==> config.mk <==
export PLATFORM = sky130hd
export DESIGN_NAME = i2c_eeprom_slave
export DESIGN_NICKNAME = d
export VERILOG_FILES = /design/src/rtl/i2c_ee_pkg.sv /design/src/rtl/i2c_line_sampler.sv /design/src/rtl/i2c_page_buf.sv /design/src/rtl/i2c_eeprom_slave.sv
export SDC_FILE = /design/constraint.sdc
export NUM_CORES = 1
export LEC_CHECK = 0
export ABC_AREA = 1
export BUFFER_PORTS_ARGS = -buffer_cell sky130_fd_sc_hd__buf_4
export CAP_MARGIN = 20
export CORE_ASPECT_RATIO = 1.25
export CORE_MARGIN = 4
export CORE_UTILIZATION = 65
export CTS_CLUSTER_SIZE = 20
export DETAILED_ROUTE_END_ITERATION = 10
export GPL_ROUTABILITY_DRIVEN = 0
export HOLD_SLACK_MARGIN = 0.05
export PLACE_DENSITY = 0.94
export SKIP_CTS_REPAIR_TIMING = 1
export SYNTH_ARGS = -nofsm -noshare
export SYNTH_HDL_FRONTEND = slang
export SYNTH_SLANG_ARGS = --single-unit
==> constraint.sdc <==
create_clock -name clk -period 3.82 [get_ports clk]
set_input_delay 0 -clock clk [delete_from_list [all_inputs] [get_ports clk]]
set_output_delay 0 -clock clk [all_outputs]
set_load 0.1 [all_outputs]
==> src/rtl/i2c_ee_pkg.sv <==
package i2c_ee_pkg;
    typedef enum logic [2:0] {
        ST_IDLE,
        ST_RX,
        ST_ACK,
        ST_TX,
        ST_MACK,
        ST_COMMIT
    } bus_state_e;

    typedef enum logic [1:0] {
        PH_DEV,
        PH_WORD,
        PH_DATA
    } phase_e;
endpackage

==> src/rtl/i2c_line_sampler.sv <==
module i2c_line_sampler #(
    parameter int SYNC = 2
) (
    input  logic clk,
    input  logic rst_n,
    input  logic scl_i,
    input  logic sda_i,
    output logic sda_o,
    output logic scl_rise_o,
    output logic scl_fall_o,
    output logic start_o,
    output logic stop_o
);
    typedef struct packed {
        logic [SYNC-1:0] scl_sh;
        logic [SYNC-1:0] sda_sh;
        logic            scl_p;
        logic            sda_p;
    } smp_t;

    smp_t smp_d, smp_q;
    logic scl_s, sda_s;

    assign scl_s = smp_q.scl_sh[SYNC-1];
    assign sda_s = smp_q.sda_sh[SYNC-1];

    always_comb begin
        smp_d        = smp_q;
        smp_d.scl_sh = {smp_q.scl_sh[SYNC-2:0], scl_i};
        smp_d.sda_sh = {smp_q.sda_sh[SYNC-2:0], sda_i};
        smp_d.scl_p  = scl_s;
        smp_d.sda_p  = sda_s;
    end

    always_ff @(posedge clk or negedge rst_n) begin
        if (!rst_n) smp_q <= '1;
        else        smp_q <= smp_d;
    end

    assign sda_o      = sda_s;
    assign scl_rise_o = scl_s & ~smp_q.scl_p;
    assign scl_fall_o = ~scl_s & smp_q.scl_p;
    assign start_o    = scl_s & smp_q.scl_p & smp_q.sda_p & ~sda_s;
    assign stop_o     = scl_s & smp_q.scl_p & ~smp_q.sda_p & sda_s;
endmodule

==> src/rtl/i2c_page_buf.sv <==
module i2c_page_buf #(
    parameter int DW    = 8,
    parameter int IDX_W = 4
) (
    input  logic             clk,
    input  logic             rst_n,
    input  logic             clear_i,
    input  logic             wr_en_i,
    input  logic [IDX_W-1:0] wr_idx_i,
    input  logic [DW-1:0]    wr_data_i,
    input  logic [IDX_W-1:0] rd_idx_i,
    output logic [DW-1:0]    rd_data_o,
    output logic             rd_valid_o,
    output logic             any_valid_o
);
    localparam int DEPTH = 1 << IDX_W;

    typedef struct packed {
        logic [DEPTH-1:0][DW-1:0] data;
        logic [DEPTH-1:0]         valid;
    } pbuf_t;

    pbuf_t pb_d, pb_q;

    always_comb begin
        pb_d = pb_q;
        if (clear_i) begin
            pb_d.valid = '0;
        end else if (wr_en_i) begin
            for (int i = 0; i < DEPTH; i++) begin
                if (wr_idx_i == IDX_W'(i)) begin
                    pb_d.data[i]  = wr_data_i;
                    pb_d.valid[i] = 1'b1;
                end
            end
        end
    end

    always_ff @(posedge clk or negedge rst_n) begin
        if (!rst_n) pb_q <= '0;
        else        pb_q <= pb_d;
    end

    assign rd_data_o   = pb_q.data[rd_idx_i];
    assign rd_valid_o  = pb_q.valid[rd_idx_i];
    assign any_valid_o = |pb_q.valid;

    // a clear leaves nothing pending
    assert_clear_empties_R10: assert property (@(posedge clk) disable iff (!rst_n)
        clear_i |=> !any_valid_o);
    // a stored byte is pending afterwards
    assert_write_marks_R4: assert property (@(posedge clk) disable iff (!rst_n)
        (wr_en_i && !clear_i) |=> any_valid_o);
endmodule

==> src/rtl/i2c_eeprom_slave.sv <==
module i2c_eeprom_slave #(
    parameter int         ADDR_W   = 11,
    parameter int         PAGE_W   = 4,
    parameter int         SYNC     = 2,
    parameter logic [3:0] DEV_CODE = 4'b1010
) (
    input  logic              clk,
    input  logic              rst_n,
    input  logic              scl_i,
    input  logic              sda_i,
    output logic              sda_oe_o,
    input  logic              wp_i,
    input  logic              low_vcc_i,
    output logic [ADDR_W-1:0] mem_addr_o,
    output logic              mem_we_o,
    output logic [7:0]        mem_wdata_o,
    input  logic [7:0]        mem_rdata_i
);
    import i2c_ee_pkg::*;

    localparam int BLK_W = ADDR_W - 8;

    typedef struct packed {
        bus_state_e        st;
        phase_e            ph;
        logic [3:0]        cnt;
        logic [7:0]        sh;
        logic [BLK_W-1:0]  blk;
        logic [ADDR_W-1:0] addr;
        logic              mack;
        logic [PAGE_W-1:0] cidx;
    } regs_t;

    regs_t r_d, r_q;

    logic sda_lvl, scl_rise, scl_fall, start_evt, stop_evt;
    logic buf_wr, buf_clr, buf_rd_valid, buf_any;
    logic [7:0] buf_rd_data;

    i2c_line_sampler #(.SYNC(SYNC)) u_smp (
        .clk        (clk),
        .rst_n      (rst_n),
        .scl_i      (scl_i),
        .sda_i      (sda_i),
        .sda_o      (sda_lvl),
        .scl_rise_o (scl_rise),
        .scl_fall_o (scl_fall),
        .start_o    (start_evt),
        .stop_o     (stop_evt)
    );

    i2c_page_buf #(.DW(8), .IDX_W(PAGE_W)) u_pbuf (
        .clk         (clk),
        .rst_n       (rst_n),
        .clear_i     (buf_clr),
        .wr_en_i     (buf_wr),
        .wr_idx_i    (r_q.addr[PAGE_W-1:0]),
        .wr_data_i   (r_q.sh),
        .rd_idx_i    (r_q.cidx),
        .rd_data_o   (buf_rd_data),
        .rd_valid_o  (buf_rd_valid),
        .any_valid_o (buf_any)
    );

    always_comb begin
        r_d     = r_q;
        buf_wr  = 1'b0;
        buf_clr = 1'b0;
        if (stop_evt && r_q.st != ST_COMMIT) begin
            if (r_q.ph == PH_DATA && buf_any) begin
                r_d.st   = ST_COMMIT;
                r_d.cidx = '0;
            end else begin
                r_d.st = ST_IDLE;
                r_d.ph = PH_DEV;
            end
        end else if (start_evt && r_q.st != ST_COMMIT) begin
            r_d.st  = ST_RX;
            r_d.ph  = PH_DEV;
            r_d.cnt = '0;
            buf_clr = 1'b1;
        end else begin
            case (r_q.st)
                ST_RX: begin
                    if (scl_rise && r_q.cnt != 4'd8) begin
                        r_d.sh  = {r_q.sh[6:0], sda_lvl};
                        r_d.cnt = r_q.cnt + 4'd1;
                    end else if (scl_fall && r_q.cnt == 4'd8) begin
                        r_d.cnt = '0;
                        r_d.st  = ST_ACK;
                        case (r_q.ph)
                            PH_DEV: begin
                                if (r_q.sh[7:4] == DEV_CODE) begin
                                    r_d.blk = r_q.sh[BLK_W:1];
                                    if (!r_q.sh[0]) r_d.ph = PH_WORD;
                                end else begin
                                    r_d.st = ST_IDLE;
                                end
                            end
                            PH_WORD: begin
                                r_d.addr = {r_q.blk, r_q.sh};
                                r_d.ph   = PH_DATA;
                            end
                            default: begin
                                buf_wr = 1'b1;
                                r_d.addr[PAGE_W-1:0] = r_q.addr[PAGE_W-1:0] + 1'b1;
                            end
                        endcase
                    end
                end
                ST_ACK: begin
                    if (scl_fall) begin
                        if (r_q.ph == PH_DEV) begin
                            r_d.st  = ST_TX;
                            r_d.sh  = mem_rdata_i;
                            r_d.cnt = '0;
                        end else begin
                            r_d.st = ST_RX;
                        end
                    end
                end
                ST_TX: begin
                    if (scl_fall) begin
                        if (r_q.cnt == 4'd7) begin
                            r_d.st   = ST_MACK;
                            r_d.addr = r_q.addr + 1'b1;
                            r_d.cnt  = '0;
                        end else begin
                            r_d.sh  = {r_q.sh[6:0], 1'b0};
                            r_d.cnt = r_q.cnt + 4'd1;
                        end
                    end
                end
                ST_MACK: begin
                    if (scl_rise) begin
                        r_d.mack = ~sda_lvl;
                    end else if (scl_fall) begin
                        if (r_q.mack) begin
                            r_d.st  = ST_TX;
                            r_d.sh  = mem_rdata_i;
                            r_d.cnt = '0;
                        end else begin
                            r_d.st = ST_IDLE;
                        end
                    end
                end
                ST_COMMIT: begin
                    r_d.cidx = r_q.cidx + 1'b1;
                    if (r_q.cidx == '1) begin
                        r_d.st  = ST_IDLE;
                        r_d.ph  = PH_DEV;
                        buf_clr = 1'b1;
                    end
                end
                default: ;
            endcase
        end
    end

    always_ff @(posedge clk or negedge rst_n) begin
        if (!rst_n) r_q <= '0;
        else        r_q <= r_d;
    end

    assign sda_oe_o    = (r_q.st == ST_ACK) || (r_q.st == ST_TX && !r_q.sh[7]);
    assign mem_addr_o  = (r_q.st == ST_COMMIT) ? {r_q.addr[ADDR_W-1:PAGE_W], r_q.cidx} : r_q.addr;
    assign mem_we_o    = (r_q.st == ST_COMMIT) && buf_rd_valid && !wp_i && !low_vcc_i;
    assign mem_wdata_o = buf_rd_data;

    // the array sweep begins only right after a STOP
    assert_commit_after_stop_R3: assert property (@(posedge clk) disable iff (!rst_n)
        (r_q.st == ST_COMMIT && $past(r_q.st) != ST_COMMIT) |-> $past(stop_evt));
    // each finished read byte advances the full address by one
    assert_read_advance_R9: assert property (@(posedge clk) disable iff (!rst_n)
        (r_q.st == ST_MACK && $past(r_q.st) == ST_TX) |-> r_q.addr == $past(r_q.addr) + 1'b1);
    // storing a page byte never moves the page
    assert_page_held_R4: assert property (@(posedge clk) disable iff (!rst_n)
        buf_wr |=> r_q.addr[ADDR_W-1:PAGE_W] == $past(r_q.addr[ADDR_W-1:PAGE_W]));
endmodule

[Word level (Yosys, flattened, before mapping)]
Cells that the tools add are included.
Widths: inputs -> output; s select.
Cells by class
  mux-type cells: 76
  $add $sub $neg: 4
  equal/unequal tests: 62
  magnitude comparators: 1
  bitwise gates (word level): 15
  reduce and logical (&&, ||, !) cells: 81
Operators by type and width (count)
  $mux 12: 6
  $reduce_and 3->1: 17
  $pmux 12 s4: 1
  $eq 4x4->1 const B: 11
  $mux 11: 4
  $ne 4x4->1 const B: 10
  $reduce_bool 2->1: 19
  $bmux 8 s4: 1
  $mux 16: 2
  $reduce_and 2->1: 16
  $mux 4: 7
  $ne 2x2->1 const B: 14
  $mux 1: 27
  $mux 8: 3
  $reduce_and 8->1: 3
  $pmux 11 s2: 1
  $mux 3: 7
  $ne 3x3->1 const B: 7
  $eq 4x3->1 const B: 5
  $mux 9: 2
  $reduce_and 9->1: 2
  $reduce_or 16->1: 1
  $mux 5: 3
  $pmux 3 s5: 1
  other kinds (32): 69
Word-level totals
  output and inout port bits: 21
  logic and storage cells: 284
  bits of input ports: 14
  register bits after elaboration: 186

[Depth between registers and ports, before layout]
  depth in word-level cells: 10
  mapped depth: 12
  gate-level depth less buffers: 12

[By module]
From an unflattened synthesis, not the netlist that was laid out.
Unflattened totals
  cells, all modules: 1314
  area total of the unflattened synthesis: 9644.2 um2
Modules (own cells, without submodules)
  i2c_page_buf: cells each 923, instances 1, area an instance 6924.1 um2, sequential area each 3603.5 um2
  i2c_eeprom_slave: cells each 374, instances 1, area an instance 2521.2 um2, sequential area each 900.9 um2
  i2c_line_sampler: cells each 17, instances 1, area an instance 198.9 um2, sequential area each 157.7 um2

[Worst setup path after synthesis]
Ideal clock, no wire load.
  kind: register to output
  start point: reg r_q[34] in the netlist's numbering
  end point: out mem_addr_o[1]
  arrival: 3074 ps
  data required time: 3820 ps
  buffers on the path: 1
  slack: 746 ps
  cell stages (with the launch flop): 5
  path through: dfrtp_1 > nor2_4 > nand2_1 > clkbuf_1 > o21ai_0
On the way
  word-level cells in the longest chain between the ends: 2
RTL lines
  from (decl): RTL line i2c_eeprom_slave.sv:34  | regs_t r_d, r_q;
  from (signal assigned): RTL line i2c_eeprom_slave.sv:162  | else r_q <= r_d;
  $eq 3x3->1: RTL line i2c_eeprom_slave.sv:166  | assign mem_addr_o = (r_q.st == ST_COMMIT) ? {r_q.addr[ADDR_W-1:PAGE_W], r_q.cidx} : r_q.addr;
  $mux 4: RTL line i2c_eeprom_slave.sv:166
  to (decl): RTL line i2c_eeprom_slave.sv:14  | output logic [ADDR_W-1:0] mem_addr_o,
No other way between the ends.

[Worst setup path in the final report]
  start point: reg r_q[27] in the netlist's numbering
  end point: reg u_pbuf.pb_q[110] in the netlist's numbering
On the way
  word-level cells in the longest chain between the ends: 8
  elaborated cells on any way between the ends: 10
  classes of those cells: eq/ne (2); mux (5); reduce/logical (3)
RTL lines
  $eq 4x4->1: RTL line i2c_eeprom_slave.sv:88  | end else if (scl_fall && r_q.cnt == 4'd8) begin
  $logic_and 1x1->1: RTL line i2c_eeprom_slave.sv:88
  $mux 1: RTL line i2c_eeprom_slave.sv:88
  $mux 1 (*): RTL line i2c_eeprom_slave.sv:85  | if (scl_rise && r_q.cnt != 4'd8) begin
  $mux 1 (*): RTL line i2c_eeprom_slave.sv:83  | case (r_q.st)
  $mux 1 (*): RTL line i2c_eeprom_slave.sv:77  | end else if (start_evt && r_q.st != ST_COMMIT) begin
  $mux 1 (*): RTL line i2c_eeprom_slave.sv:69  | if (stop_evt && r_q.st != ST_COMMIT) begin
  $reduce_and 3->1 (no source line) (*)
  to (signal assigned): RTL line i2c_page_buf.sv:41  | else pb_q <= pb_d;
  to (decl): RTL line i2c_page_buf.sv:23  | pbuf_t pb_d, pb_q;
Every way passes the cells marked *; elsewhere a longest branch is shown, timed or not.
A chain may end at the register's enable or synchronous reset.

==> key figures <==
Yosys
  – Top-count cell post-synth: nand2_1
  – Synth cell types: 37
  – Post-synth top cells: nand2_1, o21ai_0, dfrtp_1, nor2_1, nand3_1
  – Largest area contributor in the netlist: dfrtp_1
  – Sequential share of the synthesized area: 0.4928
  – Gate count after technology mapping: 1187
  – Avg Inst Size Synth: 7.970 sq um
  – Yosys top cell area share: 0.4761
  – Syn nets: 1210
  – Ys async rst share: 1.000
  – Synth area leaders: dfrtp_1, o21ai_0, nand2_1
  – Main synth FF type: dfrtp_1
  – Yosys reg bits: 186
  – Cell Area, Synth: 9460 sq um
  – Post-synth EDFFs: 0
  – Ys Warns: 0

Global routing
  – Pin count of the biggest net entering global routing: 114
  – First-pass GRT wire length: 40.62 mm
  – Initial antenna violation count: 0
  – Number of global-route vias before repair: 8345
  – Grt ovf: 0
  – Gr usage total: 0.3152

STA
  – Setup TNS: 0 ns
  – RSZ-0062 raised after global routing: no
  – Worst Slack Setup Final: 1.075 ns
  – Fmax: 364.3 MHz
  – Final Cycle Share: 0.7186
  – Clock skew: 0.007955 ns
  – Slew HR: 0.4935
  – Final setup fails: 0
  – Final Max Slew Viols: 0
  – Final hold violation count: 0
  – Worst-margin pin slew: 0.7597 ns
  – Hold Slack: 0.1585 ns
  – Min Clock Period, post-route: 2.745 ns

CTS
  – TritonCTS clock tree: built
  – Clock Root Buffer: clkbuf_16
  – Worst-path clk slew: 0.07 ns
  – Clk buf depth: 2
  – Total CTS buffers: 17
  – Sink Count: 186
  – CTS H-tree depth: 4
  – Clock Latency Late Sink: 0.44 ns

Power
  – Cell internal pwr: 3740 uW
  – Sw Share: 0.4432
  – Peak supply drop: 0.5606 mV
  – Final Power: 6716 uW
  – Pleak: 0.004962 uW
  – Seq pwr share: 0.338
  – Clock power frac: 0.275
  – Pwr/cell area: 644.5 nW/um^2
  – P_sw: 2976 uW
  – Comb power frac: 0.386

Setup path
  – Worst-path cell chain: inv_1 > ha_1 > nand2_1 > nor2_1 > nand2_1 > nor3_4 > nand3_1 > o21ai_0
  – Worst setup SP type: flop
  – CP required: 4.14 ns
  – CP startpoint: r_q[27]
  – Reg-to-reg slack, setup: 1.07 ns
  – Crit path max fanout: 16
  – CP Capture Type: flop
  – Data arrival, critical path: 3.07 ns
  – RR Startpoint: r_q[27]
  – FF-to-FF path depth: 8
  – Crit Path Category: flop to flop
  – CP max-delay cell: nor3_4
  – Most used cell, CP: nand2_1
  – Crit path largest cell delay: 0.60 ns
  – R2r endpoint: u_pbuf.pb_q[110]

Layout
  – Synth-to-Final Area Change: 10.16%
  – Final Cell Area: 10420 sq um
  – Layout net count: 1218
  – Layout cells sized above 1: 0.08775
  – Inserted Diodes: 0
  – Filler cells: 1016

Placed design
  – Port bufs: 34
  – Placed cell area: 9643 sq um
  – Dpl ws: 1.169 ns
  – HPWL Detailed: 15.28 mm

Route
  – Routed len/inst: 18.09 microns
  – Drt first pass iters: 6
  – Post-route antenna net violation count: 0
  – DRT iter0 DRCs: 1084
  – Final WL: 25.08 mm
  – DRC Markers: 0
  – Vias/cell: 6.260
  – Via Count: 8677

Min path
  – Hold Crit Class: input port to async pin

Floorplan
  – Die width: 115.9 microns
  – Boundary pin count: 35
  – DIE HEIGHT: 142.9 microns
  – Full die area: 16560 sq um
  – Row cnt: 49
  – Core Box Area: 14350 sq um
  – Initial Utilization: 0.6594

Flow run
  – Maxcap violations: 0

Status
  – Status: finished clean
## layout by cell type (no fill, tap or decap), types with 4 or more instances in the layout
cell and count:
nand2_1 319, o21ai_0 243, dfrtp_1 179, nor2_1 118, nand3_1 73, inv_1 67
buf_4 41, o221ai_1 20, a21oi_1 19, clkbuf_16 17, o211ai_1 12, dlygate4sd3_1 12
nand3_4 9, ha_1 9, nand4_1 7, o22ai_1 6, dfstp_2 6, clkinvlp_4 5
nor2_2 4, o21ai_1 4
## stage by stage
| stage | std cells | util |
|---|---|---|
| CTS | 1372 | 0.7151 |
| floorplan | 1187 | - |
| detailed placement | 1340 | 0.6722 |
| global placement | 1340 | 0.6722 |
| finish | 1386 | 0.7264 |
| global route | 1386 | 0.7264 |
## power groups by stage
stage	Clock, uW	Combinational [uW]	Sequential (uW)
finish	1850	2590	2270
global route	1950	2830	2290
CTS	1850	2540	2260
detailed placement	0	2500	2300
global placement	0	2460	2290
floorplan	0	1970	2230
## routing by layer
layer,vias to the layer above,routed length (microns),share of wire,track usage
met5,-,0,0,0
met4,0,1290,0.051,0.1924
met3,128,2134,0.085,0.07927
met2,531,12380,0.49,0.5032
met1,4069,9267,0.37,0.3835
li1,3949,-,-,-
## cells by family (layout without fill, tap and decap cells)
group	count (synthesis)	count (layout)	synth area share
AO/OA/AOI/OAI	309	309	0.1770
XOR/XNOR	3	3	0.002778
adder cells (fa/ha/maj)	9	9	0.01190
buffers and inverters	137	158	0.06586
flip-flops	186	186	0.4928
AND/OR/NAND/NOR	543	543	0.2497
## registers in the layout, indices dropped and copies added, names as in the netlist
| signal | flops |
|---|---|
| u_pbuf.pb_q | 144 |
| r_q | 36 |
| u_smp.smp_d | 2 |
| u_smp.smp_q | 2 |
| u_smp.scl_s | 1 |
| u_smp.sda_o | 1 |
## final cells by class
| type | instances | area [sq um] | area share |
|---|---|---|---|
| sequential | 186 | 4663 | 0.4475 |
| multi-input combinational | 864 | 4175 | 0.4006 |
| timing repair buffer | 56 | 481.7 | 0.04622 |
| clock buffer | 17 | 425.4 | 0.04082 |
| inverter | 70 | 262.8 | 0.02521 |
| tap | 178 | 222.7 | 0.02137 |
| clock inverter | 15 | 190.2 | 0.01825 |
## worst max-delay path, delay by kind of cell (launching register included)
family	cells	cell delay (ns)
compound gates	1	0.43
fa+ha+maj	1	0.14
buf+inv	1	0.10
flops	1	0.44
simple gates	5	1.52
## how the worst max path moves through the flow
stage          slack (ns)                to
4_1_cts              1.07    mem_wdata_o[4]
2_1_floorplan        0.75     mem_addr_o[1]
3_5_place_dp         1.17  u_pbuf.pb_q[129]
6_report             1.07  u_pbuf.pb_q[110]
5_1_grt              0.78  u_pbuf.pb_q[135]
3_3_place_gp         1.27  u_pbuf.pb_q[131]
No activity file was read; power rests on OpenSTA's default activity.
